$ cat config.mk
export PLATFORM = sky130hd
export DESIGN_NAME = fifo_irq_trigger
export DESIGN_NICKNAME = d
export VERILOG_FILES = /design/src/rtl/fifo_irq_pkg.sv /design/src/rtl/fifo_irq_cmp.sv /design/src/rtl/fifo_irq_ctrl.sv /design/src/rtl/fifo_irq_datapath.sv /design/src/rtl/fifo_irq_trigger.sv
export SDC_FILE = /design/constraint.sdc
export NUM_CORES = 1
export LEC_CHECK = 0
export ABC_CLOCK_PERIOD_IN_PS = 1000
export CAP_MARGIN = 0
export CORE_UTILIZATION = 34
export CTS_CLUSTER_DIAMETER = 150
export DETAILED_ROUTE_END_ITERATION = 10
export PLACE_DENSITY = 0.83
export SETUP_SLACK_MARGIN = 0.3
export SYNTH_ARGS = -nofsm -noshare
export SYNTH_HDL_FRONTEND = slang
export SYNTH_SLANG_ARGS = --single-unit
$ cat constraint.sdc
create_clock -name clk -period 1 [get_ports clk]
set_input_delay 0.15 -clock clk [delete_from_list [all_inputs] [get_ports clk]]
set_output_delay 0.15 -clock clk [all_outputs]
set_load 0.05 [all_outputs]
$ cat src/rtl/fifo_irq_pkg.sv
package fifo_irq_pkg;

  localparam int FLAG_ROOM  = 0;
  localparam int FLAG_READY = 1;
  localparam int FLAG_DONE  = 2;
  localparam int FLAG_OVR   = 3;
  localparam int NUM_FLAGS  = 4;

  localparam int CLR_DONE = 0;
  localparam int CLR_OVR  = 1;
  localparam int NUM_CLR  = 2;

  // Event strobes from control to datapath, valid for one clock
  typedef struct packed {
    logic doneSet;
    logic doneClr;
    logic ovrSet;
    logic ovrClr;
  } flagStrobeT;

endpackage

$ cat src/rtl/fifo_irq_cmp.sv
module fifo_irq_cmp #(
  parameter int W = 5
) (
  input  logic [W-1:0] level,
  input  logic [W-1:0] limit,
  output logic         hit
);

  // Unsigned compare over the full width, so limits above the depth never hit
  always_comb begin
    hit = (level >= limit);
  end

endmodule

$ cat src/rtl/fifo_irq_ctrl.sv
module fifo_irq_ctrl
  import fifo_irq_pkg::*;
#(
  parameter int DEPTH = 16,
  localparam int CNT_W = $clog2(DEPTH + 1)
) (
  input  logic               clk,
  input  logic               rstN,
  input  logic [CNT_W-1:0]   txSpace,
  input  logic [CNT_W-1:0]   rxCount,
  input  logic               shifterIdle,
  input  logic               rxShifterFull,
  input  logic [NUM_CLR-1:0] clrSticky,
  output flagStrobeT         strobe
);

  localparam logic [CNT_W-1:0] FULL_LVL = CNT_W'(DEPTH);

  logic doneNow;
  logic donePrev;
  logic ovrNow;

  always_comb begin
    doneNow = (txSpace == FULL_LVL) && shifterIdle;
    ovrNow  = (rxCount == FULL_LVL) && rxShifterFull;
  end

  // Starts high so the idle state after reset is not a completion
  always_ff @(posedge clk or negedge rstN) begin
    if (!rstN) begin
      donePrev <= 1'b1;
    end else begin
      donePrev <= doneNow;
    end
  end

  always_comb begin
    strobe.doneSet = doneNow && !donePrev;
    strobe.doneClr = clrSticky[CLR_DONE];
    strobe.ovrSet  = ovrNow;
    strobe.ovrClr  = clrSticky[CLR_OVR];
  end

endmodule

$ cat src/rtl/fifo_irq_datapath.sv
module fifo_irq_datapath
  import fifo_irq_pkg::*;
#(
  parameter int DEPTH = 16,
  localparam int CNT_W = $clog2(DEPTH + 1)
) (
  input  logic                 clk,
  input  logic                 rstN,
  input  logic [CNT_W-1:0]     txSpace,
  input  logic [CNT_W-1:0]     rxCount,
  input  logic [CNT_W-1:0]     txThreshold,
  input  logic [CNT_W-1:0]     rxThreshold,
  input  logic [NUM_FLAGS-1:0] intEnable,
  input  flagStrobeT           strobe,
  output logic [NUM_FLAGS-1:0] flags,
  output logic                 irq
);

  logic roomHit;
  logic readyHit;
  logic roomQ;
  logic readyQ;
  logic doneQ;
  logic ovrQ;
  logic [NUM_FLAGS-1:0] masked;

  fifo_irq_cmp #(.W(CNT_W)) u_roomCmp (
    .level (txSpace),
    .limit (txThreshold),
    .hit   (roomHit)
  );

  fifo_irq_cmp #(.W(CNT_W)) u_readyCmp (
    .level (rxCount),
    .limit (rxThreshold),
    .hit   (readyHit)
  );

  always_ff @(posedge clk or negedge rstN) begin
    if (!rstN) begin
      roomQ  <= 1'b0;
      readyQ <= 1'b0;
    end else begin
      roomQ  <= roomHit;
      readyQ <= readyHit;
    end
  end

  // Sticky flags: a set at the same edge wins over a clear
  always_ff @(posedge clk or negedge rstN) begin
    if (!rstN) begin
      doneQ <= 1'b0;
      ovrQ  <= 1'b0;
    end else begin
      if (strobe.doneSet)      doneQ <= 1'b1;
      else if (strobe.doneClr) doneQ <= 1'b0;
      if (strobe.ovrSet)       ovrQ  <= 1'b1;
      else if (strobe.ovrClr)  ovrQ  <= 1'b0;
    end
  end

  always_comb begin
    flags             = '0;
    flags[FLAG_ROOM]  = roomQ;
    flags[FLAG_READY] = readyQ;
    flags[FLAG_DONE]  = doneQ;
    flags[FLAG_OVR]   = ovrQ;
  end

  for (genvar g = 0; g < NUM_FLAGS; g++) begin : g_mask
    assign masked[g] = flags[g] & intEnable[g];
  end

  assign irq = |masked;

endmodule

$ cat src/rtl/fifo_irq_trigger.sv
module fifo_irq_trigger
  import fifo_irq_pkg::*;
#(
  parameter int DEPTH = 16,
  localparam int CNT_W = $clog2(DEPTH + 1)
) (
  input  logic                 clk,
  input  logic                 rstN,
  input  logic [CNT_W-1:0]     txSpace,
  input  logic [CNT_W-1:0]     rxCount,
  input  logic                 shifterIdle,
  input  logic                 rxShifterFull,
  input  logic [CNT_W-1:0]     txThreshold,
  input  logic [CNT_W-1:0]     rxThreshold,
  input  logic [NUM_FLAGS-1:0] intEnable,
  input  logic [NUM_CLR-1:0]   clrSticky,
  output logic [NUM_FLAGS-1:0] flags,
  output logic                 txDmaReq,
  output logic                 rxDmaReq,
  output logic                 irq
);

  flagStrobeT strobe;

  fifo_irq_ctrl #(.DEPTH(DEPTH)) u_ctrl (
    .clk           (clk),
    .rstN          (rstN),
    .txSpace       (txSpace),
    .rxCount       (rxCount),
    .shifterIdle   (shifterIdle),
    .rxShifterFull (rxShifterFull),
    .clrSticky     (clrSticky),
    .strobe        (strobe)
  );

  fifo_irq_datapath #(.DEPTH(DEPTH)) u_dp (
    .clk         (clk),
    .rstN        (rstN),
    .txSpace     (txSpace),
    .rxCount     (rxCount),
    .txThreshold (txThreshold),
    .rxThreshold (rxThreshold),
    .intEnable   (intEnable),
    .strobe      (strobe),
    .flags       (flags),
    .irq         (irq)
  );

  // DMA lines bypass the interrupt enables
  assign txDmaReq = flags[FLAG_ROOM];
  assign rxDmaReq = flags[FLAG_READY];

endmodule

==> summary.md, run 1 <==
| Metric | Value |
|---|---|
| Yosys top cell by area | sky130_fd_sc_hd__ha_1 |
| Post-Synthesis Net Count | 93 |
| Number of levels in the clock H-tree | 1 |
| Top post-synthesis cells by count | sky130_fd_sc_hd__inv_1 (13), sky130_fd_sc_hd__ha_1 (10), sky130_fd_sc_hd__buf_4 (4), sky130_fd_sc_hd__dfrtp_1 (4) |
| Most used flip-flop cell after synthesis | sky130_fd_sc_hd__dfrtp_1 |
| Number of buffers created by CTS | 3 |
| Number of enable flip-flop cells after synthesis | 0 |
| Final weighted congestion in routability-driven placement | 0.696 |
| Placed Instance Area | 1010 µm² |
| Dominant cells by area after synthesis | sky130_fd_sc_hd__ha_1 (27%), sky130_fd_sc_hd__dfrtp_1 (22%), sky130_fd_sc_hd__inv_1 (11%) |
| Cell count after synthesis | 53 |
| Share of the synthesized area in the top cell type | 27.4% |
| Pin count of the biggest net entering global routing | 6 |
| Fraction of synthesis flops using an asynchronous set or reset pin | 100% |
| Maximum number of buffers from clock root to sink | 2 |
| Average footprint of a synthesized cell | 8.62 µm² |
| Cell with the most instances after synthesis | sky130_fd_sc_hd__inv_1 |
| Post-synth design cell area | 457 µm² |
| Seq/Total Area, Yosys | 27.7% |
| Halt point of the flow | global routing |
| TritonCTS Sinks | 5 |
| HPWL after detailed placement | 1300 µm |
| Classification of the worst endpoint | top-level output |
| Total number of placement rows | 12 |
| Die boundary height | 38.7 µm |
| First error message | [ERROR DPL-0038] Utilization greater than 100%, impossible to legalize |
| GR repair worst EP | irq |
| Outcome | did not finish |
| Number of top-level design ports | 37 |
| Quantity of hold-fixing buffers added after cts | 0 |
| Synth Register Bits | 5 |
| Buffer type at the clock tree root | sky130_fd_sc_hd__clkbuf_4 |
| Initial standard-cell utilization of the core | 39.0% |
| Count of port buffers added during placement | 36 |
| Overall die width | 38.7 µm |
| Number of warnings issued by yosys | 0 |
| Library cells used by synthesis | 15 |
repair_timing:
action,4_1_cts
pin swaps,10
gates resized for setup,54
buffers inserted,1
endpoints found under the setup margin,12
cells by family after synthesis:
logic type	after synthesis	share of synthesized area [%]
buf+inv	17	17.3
compound gates	12	17.5
fa+ha+maj	10	27.4
simple gates	9	10.1
flops	5	27.7
per-stage QoR:
step,instances,setup WS [ns]
4_1_cts,112,-0.243
3_5_place_dp,107,-0.618
3_3_place_gp,107,-0.545
2_1_floorplan,53,-0.0292
==> run 2, diff against run 1 <==
- CORE_AREA: default -> 2 2 63 65
- CORE_UTILIZATION: 34 -> default
- CTS_CLUSTER_DIAMETER: 150 -> default
- DIE_AREA: default -> 0 0 65 67
- PLACE_DENSITY: 0.83 -> default
- PLACE_DENSITY_LB_ADDON: default -> 0.15
- SETUP_SLACK_MARGIN: 0.3 -> default
==> run 2 against run 1 <==
Synthesized cell count stayed put. Synthesized area stayed put. The flow now finishes, with violations (setup timing).
==> summary.md, run 2 <==
| Metric | Value |
|---|---|
| Outcome | complete, but fails checks |
| Violations in the final reports | setup timing |
| Min Tclk post-route | 1.20 ns |
| Tot GR Track Use | 5.88% |
| Number of top-level design ports | 37 |
| Filler cells | 376 |
| Final weighted congestion in routability-driven placement | 0.648 |
| Final Max Tran Viols | 0 |
| DR DRC count | 0 |
| Logic depth of the worst setup path including buffers | 3 |
| Core area | 3610 µm² |
| Post-synth design cell area | 457 µm² |
| Total number of placement rows | 22 |
| Crit path setup slack, layout | -0.196 ns |
| Slowest cell on crit path | sky130_fd_sc_hd__dfrtp_2 |
| Finish-stage setup viols | 7 |
| Sum of overflow across all layers after global routing | 0 |
| Most frequent cells in the layout | sky130_fd_sc_hd__clkdlybuf4s50_1 (15), sky130_fd_sc_hd__inv_1 (11), sky130_fd_sc_hd__dlygate4sd2_1 (10), sky130_fd_sc_hd__buf_12 (7) |
| HPWL after detailed placement | 1120 µm |
| Leakage | 0.515 nW |
| TritonCTS Sinks | 5 |
| Max VDD drop | 0.000296 V |
| Critical-path maximum fanout | 2 |
| Endpoint of the worst setup timing path | irq |
| Fraction of synthesis flops using an asynchronous set or reset pin | 100% |
| Max Clock Freq | 0.836 GHz |
| Final antenna diode count | 0 |
| R2R setup slack | 0.24 ns |
| Total routed wirelength | 1240 µm |
| CTS tree | done |
| Worst stage delay on the critical path | 0.41 ns |
| Data arrival time of the critical path | 1.05 ns |
| Relative area change from synthesis to final layout | 145% |
| Total power per unit cell area | 996 nW/µm² |
| Die boundary height | 67 µm |
| Start point of the critical path | u_dp.roomQ |
| Seq/Total Area, Yosys | 27.7% |
| Number of warnings issued by yosys | 0 |
| Yosys top cell by area | sky130_fd_sc_hd__ha_1 |
| Clock slew seen by the registers of the worst setup and hold paths | 0.03 ns |
| Dominant cells by area after synthesis | sky130_fd_sc_hd__ha_1 (27%), sky130_fd_sc_hd__dfrtp_1 (22%), sky130_fd_sc_hd__inv_1 (11%) |
| Logic depth of the worst register-to-register path | 3 |
| Pre-Repair DR Iteration Count | 2 |
| Final antenna-violating net count | 0 |
| Destination of the worst register-to-register timing path | u_dp.ovrQ |
| Clock insertion delay at the later pin of the skew report | 0.22 ns |
| Via count | 519 |
| Element type at the critical path end | primary output |
| Total power consumption of the routed design | 0.00112 W |
| Number of global-route vias before repair | 498 |
| Critical Path Start Type | register |
| Most used flip-flop cell after synthesis | sky130_fd_sc_hd__dfrtp_1 |
| Number of enable flip-flop cells after synthesis | 0 |
| Overall die width | 65 µm |
| Cell Chain, Critical Path | a22oi_2 > nand2_4 > buf_12 |
| Cell count after synthesis | 53 |
| Worst r2r src | u_dp.ovrQ |
| Wire length of the first global-routing pass | 1930 µm |
| Top post-synthesis cells by count | sky130_fd_sc_hd__inv_1 (13), sky130_fd_sc_hd__ha_1 (10), sky130_fd_sc_hd__buf_4 (4), sky130_fd_sc_hd__dfrtp_1 (4) |
| Worst Skew | 0.000103 ns |
| Unrepaired setup endpoints after global routing | true |
| Pin count of the biggest net entering global routing | 6 |
| Number of buffers and inverters on the critical path | 1 |
| Number of buffers created by CTS | 3 |
| Pre-CTS setup slack | -0.558 ns |
| Share of the synthesized area in the top cell type | 27.4% |
| Avg Vias per Cell | 3.60 |
| Post-layout net count | 137 |
| Initial antenna violation count | 0 |
| Library cells used by synthesis | 15 |
| Fraction of final layout cells sized beyond drive strength 1 | 39.6% |
| Post-Synthesis Net Count | 93 |
| Average footprint of a synthesized cell | 8.62 µm² |
| Leading cell type in the layout, fill and taps excluded | sky130_fd_sc_hd__clkdlybuf4s50_1 |
| Family with the most delay on the worst path | flip-flops |
| Hold Violations, Final | 0 |
| Buffer type at the clock tree root | sky130_fd_sc_hd__clkbuf_8 |
| Maximum number of buffers from clock root to sink | 2 |
| Area of the die | 4360 µm² |
| Path type of the worst setup path | register to primary output |
| Initial standard-cell utilization of the core | 12.7% |
| Share of the clock period used by the worst path after layout | 120% |
| Synth Register Bits | 5 |
| Count of port buffers added during placement | 36 |
| Least-Margin Pin Slew | 0.226 ns |
| Worst min-delay path class | input port to async pin |
| Required time reported for the critical path endpoint | 0.85 ns |
| Number of violations of the max-capacitance limit | 0 |
| Drt wl/cell | 8.60 µm |
| Number of levels in the clock H-tree | 1 |
| Cell with the most instances after synthesis | sky130_fd_sc_hd__inv_1 |
| Drt initial violations | 2 |
| Max_slew headroom | 84.9% |
[run 2: worst min-delay path by stage]
stage                      end  slack [ns]  depth (start not counted)
global placement     u_dp.ovrQ        0.39                          1
detailed placement   u_dp.ovrQ        0.38                          1
CTS                  u_dp.ovrQ        0.15                          1
floorplan           u_dp.doneQ       -0.15                          0
global route         u_dp.ovrQ        0.17                          1
finish               u_dp.ovrQ        0.15                          1
[run 2: area by class of cell]
type | count | area (µm²) | area share [%]
multi-input combinational | 31 | 354 | 31.6
tap | 48 | 60.1 | 5.36
timing repair buffer | 43 | 483 | 43.1
inverter | 13 | 48.8 | 4.36
sequential | 5 | 129 | 11.5
clock buffer | 4 | 45.0 | 4.02
[run 2: per-layer routing]
metal | routed length [µm] | vias to the layer above | track usage (%)
met5 | 0 | - | 0
met4 | 19 | 0 | 3.19
met3 | 118 | 2 | 2.36
met2 | 584 | 23 | 9.92
met1 | 516 | 232 | 6.28
li1 | - | 262 | -
[run 2: repair_timing]
action,in CTS,in global routing
resized for setup,26,15
buffers inserted,1,2
endpoints found under the setup margin,12,10
pin swaps,7,4
hold buffers,0,0
[run 2: worst reg2reg max path: stages, from the launching register on]
cell	delay, ns
sky130_fd_sc_hd__dfrtp_1	0.39
sky130_fd_sc_hd__buf_6	0.13
sky130_fd_sc_hd__inv_1	0.04
sky130_fd_sc_hd__o21ai_0	0.07
[run 2: cell families after synthesis]
logic type / synth area share (%)
buffers and inverters: 17.3
AO/OA/AOI/OAI: 17.5
adder cells (fa/ha/maj): 27.4
AND/OR/NAND/NOR: 10.1
flip-flops: 27.7
[run 2: where the power goes]
| group | total, W | internal (W) | switching (W) |
|---|---|---|---|
| sequential | 0.000230 | 0.000219 | 0.0000117 |
| clock | 0.000369 | 0.000273 | 0.0000961 |
| combinational | 0.000515 | 0.000290 | 0.000226 |
| total | 0.00112 | 0.000781 | 0.000334 |
[run 2: stage by stage]
| stage | std cells | area [µm²] | TNS, ns | util (%) | hold slack, ns |
|---|---|---|---|---|---|
| 2_1_floorplan | 53 | 472 | -0.0292 | - | -0.146 |
| 3_3_place_gp | 140 | 985 | -2.20 | 27.3 | 0.385 |
| 3_5_place_dp | 140 | 985 | -2.26 | 27.3 | 0.382 |
| 4_1_cts | 145 | 1080 | -0.794 | 29.9 | 0.153 |
| 5_1_grt | 144 | 1120 | -0.635 | 31.1 | 0.167 |
| 6_report | 144 | 1120 | -0.454 | 31.1 | 0.153 |
Note: power is estimated with default switching activity, not from simulation.
